==> src/rtl/gpio_pkg.sv <==
// Package: types shared by the GPIO port modules.
// Assumes nothing beyond IEEE 1800-2017 elaboration.
package gpio_pkg;

    // Interrupt trigger kind, fixed at elaboration.
    typedef enum logic [1:0] {
        TRIG_RISE  = 2'd0,
        TRIG_FALL  = 2'd1,
        TRIG_BOTH  = 2'd2,
        TRIG_LEVEL = 2'd3
    } trig_e;

    // Register selected by address bits [3:2].
    typedef enum logic [1:0] {
        SEL_DATA = 2'd0,
        SEL_DIR  = 2'd1,
        SEL_MASK = 2'd2,
        SEL_CAP  = 2'd3
    } reg_sel_e;

    localparam int BUS_W = 32;

endpackage

==> src/rtl/gpio_sync2.sv <==
// Module: two-flop synchroniser, one chain per pin.
// Assumes the pin inputs are asynchronous to clk; reset drives the chains to 0.
module gpio_sync2 #(
    parameter int WIDTH = 32
) (
    input  logic             clk,
    input  logic             rst_n,
    input  logic [WIDTH-1:0] async_i,
    output logic [WIDTH-1:0] sync_o
);

    generate
        for (genvar b = 0; b < WIDTH; b++) begin : g_chain
            logic meta_q;
            logic stable_q;

            // Two-stage capture of one pin into the clk domain.
            always_ff @(posedge clk) begin
                if (!rst_n) begin
                    meta_q   <= 1'b0;
                    stable_q <= 1'b0;
                end else begin
                    meta_q   <= async_i[b];
                    stable_q <= meta_q;
                end
            end

            assign sync_o[b] = stable_q;
        end
    endgenerate

endmodule

==> src/rtl/gpio_edge_cap.sv <==
// Module: edge detector and sticky per-pin capture register.
// Assumes pins_i is already synchronised. clr_i is a one-cycle mask of bits to
// clear (write-one-to-clear). A new event wins over a clear on the same bit.
// In level kind the register is held at zero.
module gpio_edge_cap
    import gpio_pkg::*;
#(
    parameter int    WIDTH   = 32,
    parameter trig_e TRIGGER = TRIG_BOTH
) (
    input  logic             clk,
    input  logic             rst_n,
    input  logic [WIDTH-1:0] pins_i,
    input  logic [WIDTH-1:0] clr_i,
    output logic [WIDTH-1:0] cap_o
);

    logic [WIDTH-1:0] prev_q;
    logic [WIDTH-1:0] evt;
    logic [WIDTH-1:0] cap_q;

    // One-cycle-old copy of the synchronised pins for transition detection.
    always_ff @(posedge clk) begin
        if (!rst_n) prev_q <= '0;
        else        prev_q <= pins_i;
    end

    generate
        if (TRIGGER == TRIG_RISE) begin : g_rise
            assign evt = pins_i & ~prev_q;
        end else if (TRIGGER == TRIG_FALL) begin : g_fall
            assign evt = ~pins_i & prev_q;
        end else if (TRIGGER == TRIG_BOTH) begin : g_both
            assign evt = pins_i ^ prev_q;
        end else begin : g_level
            assign evt = '0;
        end
    endgenerate

    // Sticky capture: clear by written ones, set by events, events win.
    always_ff @(posedge clk) begin
        if (!rst_n) cap_q <= '0;
        else        cap_q <= (cap_q & ~clr_i) | evt;
    end

    assign cap_o = cap_q;

    AST_CAP_STICKY: assert property (@(posedge clk) disable iff (!rst_n)
        1'b1 |=> ((cap_q & $past(cap_q & ~clr_i)) == $past(cap_q & ~clr_i)));

    AST_EVENT_WINS: assert property (@(posedge clk) disable iff (!rst_n)
        1'b1 |=> ((cap_q & $past(evt)) == $past(evt)));

endmodule

==> src/rtl/gpio_regfile.sv <==
// Module: output latch, direction and mask registers, plus the bus read path.
// Assumes single-cycle write strobes and a word address in addr[3:2]. Reads
// return one cycle after rd_en, taken from state before that edge's update.
module gpio_regfile
    import gpio_pkg::*;
#(
    parameter int WIDTH = 32
) (
    input  logic             clk,
    input  logic             rst_n,
    input  logic             wr_en,
    input  logic             rd_en,
    input  logic [3:0]       addr,
    input  logic [BUS_W-1:0] wr_data,
    input  logic [WIDTH-1:0] pins_i,
    input  logic [WIDTH-1:0] cap_i,
    output logic [WIDTH-1:0] out_o,
    output logic [WIDTH-1:0] dir_o,
    output logic [WIDTH-1:0] mask_o,
    output logic [WIDTH-1:0] clr_o,
    output logic [BUS_W-1:0] rd_data,
    output logic             rd_valid
);

    reg_sel_e         sel;
    logic [WIDTH-1:0] wval;
    logic [WIDTH-1:0] out_q;
    logic [WIDTH-1:0] dir_q;
    logic [WIDTH-1:0] mask_q;
    logic [WIDTH-1:0] rd_mux;
    logic [BUS_W-1:0] rd_q;
    logic             rv_q;

    // Zero-extend a pin-wide word onto the bus.
    function automatic logic [BUS_W-1:0] widen(input logic [WIDTH-1:0] v);
        logic [BUS_W-1:0] w;
        w = '0;
        w[WIDTH-1:0] = v;
        return w;
    endfunction

    assign sel  = reg_sel_e'(addr[3:2]);
    assign wval = wr_data[WIDTH-1:0];

    // Write side: update the register picked by the address.
    always_ff @(posedge clk) begin
        if (!rst_n) begin
            out_q  <= '0;
            dir_q  <= '0;
            mask_q <= '0;
        end else if (wr_en) begin
            case (sel)
                SEL_DATA: out_q  <= wval;
                SEL_DIR:  dir_q  <= wval;
                SEL_MASK: mask_q <= wval;
                default:  ;
            endcase
        end
    end

    // Capture clear pulse: ones written to the capture offset.
    always_comb begin
        clr_o = '0;
        if (wr_en && sel == SEL_CAP) clr_o = wval;
    end

    // Read multiplexer: pin view merges latch and synchronised inputs.
    always_comb begin
        case (sel)
            SEL_DATA: rd_mux = (dir_q & out_q) | (~dir_q & pins_i);
            SEL_DIR:  rd_mux = dir_q;
            SEL_MASK: rd_mux = mask_q;
            default:  rd_mux = cap_i;
        endcase
    end

    // Registered read return with its valid strobe.
    always_ff @(posedge clk) begin
        if (!rst_n) begin
            rd_q <= '0;
            rv_q <= 1'b0;
        end else begin
            rv_q <= rd_en;
            if (rd_en) rd_q <= widen(rd_mux);
        end
    end

    assign out_o    = out_q;
    assign dir_o    = dir_q;
    assign mask_o   = mask_q;
    assign rd_data  = rd_q;
    assign rd_valid = rv_q;

    AST_READ_RETURNS: assert property (@(posedge clk) disable iff (!rst_n)
        rd_en |=> rd_valid);

    AST_NO_STRAY_VALID: assert property (@(posedge clk) disable iff (!rst_n)
        !rd_en |=> !rd_valid);

    AST_UPPER_ZERO: assert property (@(posedge clk) disable iff (!rst_n)
        rd_valid |-> ((rd_data >> WIDTH) == '0));

endmodule

==> src/rtl/gpio_mmio_port.sv <==
// Module: top of the memory-mapped GPIO port. Ties the synchroniser, the
// capture logic and the register file together and forms the interrupt.
// Assumes 1 <= PIN_COUNT <= 32 and a trigger kind fixed at elaboration.
module gpio_mmio_port
    import gpio_pkg::*;
#(
    parameter int    PIN_COUNT = 32,
    parameter trig_e TRIGGER   = TRIG_BOTH
) (
    input  logic                 clk,
    input  logic                 rst_n,
    input  logic                 wr_en,
    input  logic                 rd_en,
    input  logic [3:0]           addr,
    input  logic [31:0]          wr_data,
    output logic [31:0]          rd_data,
    output logic                 rd_valid,
    input  logic [PIN_COUNT-1:0] pin_in,
    output logic [PIN_COUNT-1:0] pin_out,
    output logic [PIN_COUNT-1:0] pin_oe,
    output logic                 irq
);

    logic [PIN_COUNT-1:0] pins_s;
    logic [PIN_COUNT-1:0] cap;
    logic [PIN_COUNT-1:0] clr;
    logic [PIN_COUNT-1:0] mask;
    logic [PIN_COUNT-1:0] irq_src;

    gpio_sync2 #(.WIDTH(PIN_COUNT)) u_sync (
        .clk     (clk),
        .rst_n   (rst_n),
        .async_i (pin_in),
        .sync_o  (pins_s)
    );

    gpio_edge_cap #(.WIDTH(PIN_COUNT), .TRIGGER(TRIGGER)) u_cap (
        .clk    (clk),
        .rst_n  (rst_n),
        .pins_i (pins_s),
        .clr_i  (clr),
        .cap_o  (cap)
    );

    gpio_regfile #(.WIDTH(PIN_COUNT)) u_regs (
        .clk      (clk),
        .rst_n    (rst_n),
        .wr_en    (wr_en),
        .rd_en    (rd_en),
        .addr     (addr),
        .wr_data  (wr_data),
        .pins_i   (pins_s),
        .cap_i    (cap),
        .out_o    (pin_out),
        .dir_o    (pin_oe),
        .mask_o   (mask),
        .clr_o    (clr),
        .rd_data  (rd_data),
        .rd_valid (rd_valid)
    );

    // Interrupt source: levels in level kind, captured edges otherwise.
    generate
        if (TRIGGER == TRIG_LEVEL) begin : g_irq_level
            assign irq_src = pins_s & mask;
        end else begin : g_irq_edge
            assign irq_src = cap & mask;
        end
    endgenerate

    assign irq = |irq_src;

    AST_IRQ_NEEDS_MASK: assert property (@(posedge clk) disable iff (!rst_n)
        irq |-> (mask != '0));

    AST_OE_RESET: assert property (@(posedge clk) disable iff (!rst_n)
        $past(!rst_n) |-> (pin_oe == '0));

endmodule

==> config.mk <==
export PLATFORM = sky130hd
export DESIGN_NAME = gpio_mmio_port
export DESIGN_NICKNAME = d
export VERILOG_FILES = /design/src/rtl/gpio_pkg.sv /design/src/rtl/gpio_sync2.sv /design/src/rtl/gpio_edge_cap.sv /design/src/rtl/gpio_regfile.sv /design/src/rtl/gpio_mmio_port.sv
export SDC_FILE = /design/constraint.sdc
export NUM_CORES = 1
export LEC_CHECK = 0
export BUFFER_PORTS_ARGS = -buffer_cell sky130_fd_sc_hd__buf_2
export CELL_PAD_IN_SITES_DETAIL_PLACEMENT = 1
export CELL_PAD_IN_SITES_GLOBAL_PLACEMENT = 2
export CORE_MARGIN = 4
export CORE_UTILIZATION = 37
export DETAILED_ROUTE_END_ITERATION = 10
export PLACE_DENSITY_LB_ADDON = 0.05
export SYNTH_ARGS = -nofsm -noshare
export SYNTH_HDL_FRONTEND = slang
export SYNTH_HIERARCHICAL = 1
export SYNTH_SLANG_ARGS = --single-unit
==> constraint.sdc <==
create_clock -name clk -period 2.9 [get_ports clk]
set_clock_uncertainty 0.05 [all_clocks]
set_input_delay 0.58 -clock clk [delete_from_list [all_inputs] [get_ports clk]]
set_output_delay 0.58 -clock clk [all_outputs]
set_load 0.02 [all_outputs]
==> out/summary.json <==
{
  "final_net_count": 1310,
  "drive_gt1_share_pct": 25.5,
  "outcome": "completed",
  "cp_data_required_time_ps": 2270,
  "setup_total_negative_slack_ps": 0,
  "power.total_mw": 8.30,
  "layout_setup_ws_ps": 132,
  "worst_pin_slew_ps": 1110,
  "synth-warning-count": 6,
  "placement.io_buffers": 167,
  "gp_routability_congestion": 0.716,
  "clkTransAtPathRegs_ps": 60,
  "count_of_unresolved_drc_violations_after_routing": 0,
  "worst-path-max-fanout": 3,
  "layout_commonest_cell": "sky130_fd_sc_hd__dfxtp_1",
  "max-clock-path-buffers": 3,
  "core-area_mm2": 0.0281,
  "detail_route.wl_per_cell_um": 18.5,
  "cellLeakagePower_nw": 4.86,
  "area.growth.synth_to_final_pct": 17.6,
  "grt_max_degree": 106,
  "hold_viol": 0,
  "synthesis.nets": 1205,
  "timing.critical_path.to_type": "output pin",
  "avgSynthCellArea_um2": 9.38,
  "syn_area_mm2": 0.0106,
  "final_max_slew_viol_count": 0,
  "post_cts.repair.setup_buffers": 0,
  "synthesis.instances": 1133,
  "initial_core_util_pct": 37.9,
  "clock_tree.root_cell": "sky130_fd_sc_hd__clkbuf_16",
  "timing.setup.critical_path_class": "flop to output pin",
  "floorplan.rows": 61,
  "cts-htree-levels": 1,
  "finalSetupViolations": 0,
  "period_share_pct": 95.5,
  "timing.slew.headroom_pct": 25.9,
  "max_clock_freq_mhz": 361,
  "arrival_ps": 2140,
  "grt_first_pass_wirelength_um": 47300,
  "timing.hold.worst_path_depth": 2,
  "cts_buffers": 30,
  "groute.usage.overall_pct": 18.9,
  "worst_r2r_path_depth": 3,
  "clock_latency_ps": 540,
  "route.vias.total": 8010,
  "num_antenna_cells": 0,
  "synth_seq_cells": 257,
  "dp.final_hpwl_um": 19800,
  "stdcell_count": 1639,
  "antenna_found_initial": 1,
  "pre_cts_slack_ps": 523,
  "cts_sinks": 257,
  "clock_tree_from_tritoncts": "built",
  "floorplan.io_pins": 170,
  "drt-pass1-iter-count": 4,
  "whs_ps": 203,
  "synth.yosys.seq_area_share_pct": 48.4,
  "chipHeight_um": 178,
  "ys_types": 35,
  "vdd_drop_max_mv": 0.398,
  "route.antenna.remaining_nets": 0,
  "global_route.overflow_total": 0,
  "start_kind": "flop",
  "post-route-min-period_ps": 2770,
  "max_cap_violations": 0,
  "first_global_vias": 8275,
  "power.density_mw_per_mm2": 664,
  "die_w_um": 178,
  "die_footprint_mm2": 0.0315,
  "grt_setup_unrepaired": "no",
  "place.detailed.instances": 1584,
  "most_frequent_cells_in_the_layout": "sky130_fd_sc_hd__dfxtp_1, sky130_fd_sc_hd__nand2_1, sky130_fd_sc_hd__buf_2, sky130_fd_sc_hd__and2_1, sky130_fd_sc_hd__a21boi_0",
  "route.final.wire_length_um": 30300,
  "detailedRoute.firstIterationViolations": 263,
  "vias_per_cell": 4.89,
  "min-delay-path-class": "primary input to flop"
}
area by class of cell:
type	count	area [µm²]
repair buffers	184	1030
clock buffers	46	902
multi-input cells	765	4850
clock inverters	9	97.6
fillers	3303	15600
flip-flops and latches	257	5140
well taps	378	473
stage by stage:
stage | util [%] | instance area [µm²]
after floorplan | - | 10600
after global placement | 40.9 | 11500
after detailed placement | 40.9 | 11500
after CTS | 44.5 | 12500
after global routing | 44.5 | 12500
final | 44.5 | 12500
synthesized netlist by cell type (all sizes together):
library cell / n / area share [%]
mux2i: 1 / 0.094
nand4: 4 / 0.24
nor3b: 1 / 0.18
or3b: 32 / 2.6
dfxtp: 257 / 48
clkbuf: 42 / 1.7
a31oi: 31 / 1.8
o211ai: 31 / 2.2
or2b: 6 / 0.42
a211o: 1 / 0.082
nand3b: 2 / 0.14
and2: 129 / 8.3
buf: 69 / 4.4
a32o: 1 / 0.094
a21o: 31 / 2.2
nand2: 193 / 6.8
o21a: 1 / 0.071
o21ai: 62 / 2.9
nand2b: 57 / 3.4
and3: 1 / 0.059
and3b: 2 / 0.16
nor2: 1 / 0.035
a22oi: 16 / 1.2
nor2b: 1 / 0.059
a21boi: 128 / 9.7
xnor2: 32 / 2.6
or4: 1 / 0.071
kinds of logic (layout without fill, tap and decap cells):
| kind of cell | count (synthesis) | count (layout) | synth area share, % |
|---|---|---|---|
| AOI/OAI and AO/OA | 302 | 302 | 20.3 |
| muxes | 1 | 1 | 0.0941 |
| and+or+nand+nor | 430 | 430 | 22.5 |
| buffers and inverters | 111 | 239 | 6.08 |
| xor gates and xnor gates | 32 | 32 | 2.64 |
| DFF | 257 | 257 | 48.4 |
registers in the layout (all words and copies together), names as in the netlist:
signal                   flops
u_sync/g_chain.meta_q       32
u_sync/g_chain.stable_q     32
u_regs/rd_data              32
u_cap/cap_o                 32
u_regs/out_o                32
u_regs/mask_o               32
u_regs/rd_valid              1
u_regs/dir_o                32
u_cap/prev_q                32
routing by layer:
layer	global-route usage (%)	up-vias	part of all wire, %
met1	25.2	3832	46
met4	4.25	2	2.2
met3	3.37	42	4.6
met5	0	-	0.066
met2	32.2	146	47
li1	-	3988	-
critical path, cell delays in order, from the launching register on:
cell and delay, ps:
sky130_fd_sc_hd__dfxtp_1 340, sky130_fd_sc_hd__a22oi_2 310, sky130_fd_sc_hd__nand4_1 130, sky130_fd_sc_hd__or4_1 610
sky130_fd_sc_hd__buf_2 210
report_power, final:
part	internal [mW]	leakage, nW	total, mW	switching (mW)
combinational	0.296	2.26	0.716	0.420
clock	2.30	0.494	3.78	1.47
sequential	3.69	2.11	3.81	0.114
worst paths after layout:
path                         startpoint                           to  slack (ps)
min reg2reg   u_sync/g_chain[19].meta_q  u_sync/g_chain[19].stable_q         380
min                           pin_in[7]     u_sync/g_chain[7].meta_q         200
max                      u_cap/cap_o[9]                          irq         130
max reg2reg  u_sync/g_chain[6].stable_q            u_regs/rd_data[6]        1670
repair_timing:
item / CTS / global route
hold buffers: 0 / 0
endpoints found under the setup margin: 1 / 0
gates resized for setup: 1 / 0
Note: power is estimated with default switching activity, not from simulation.
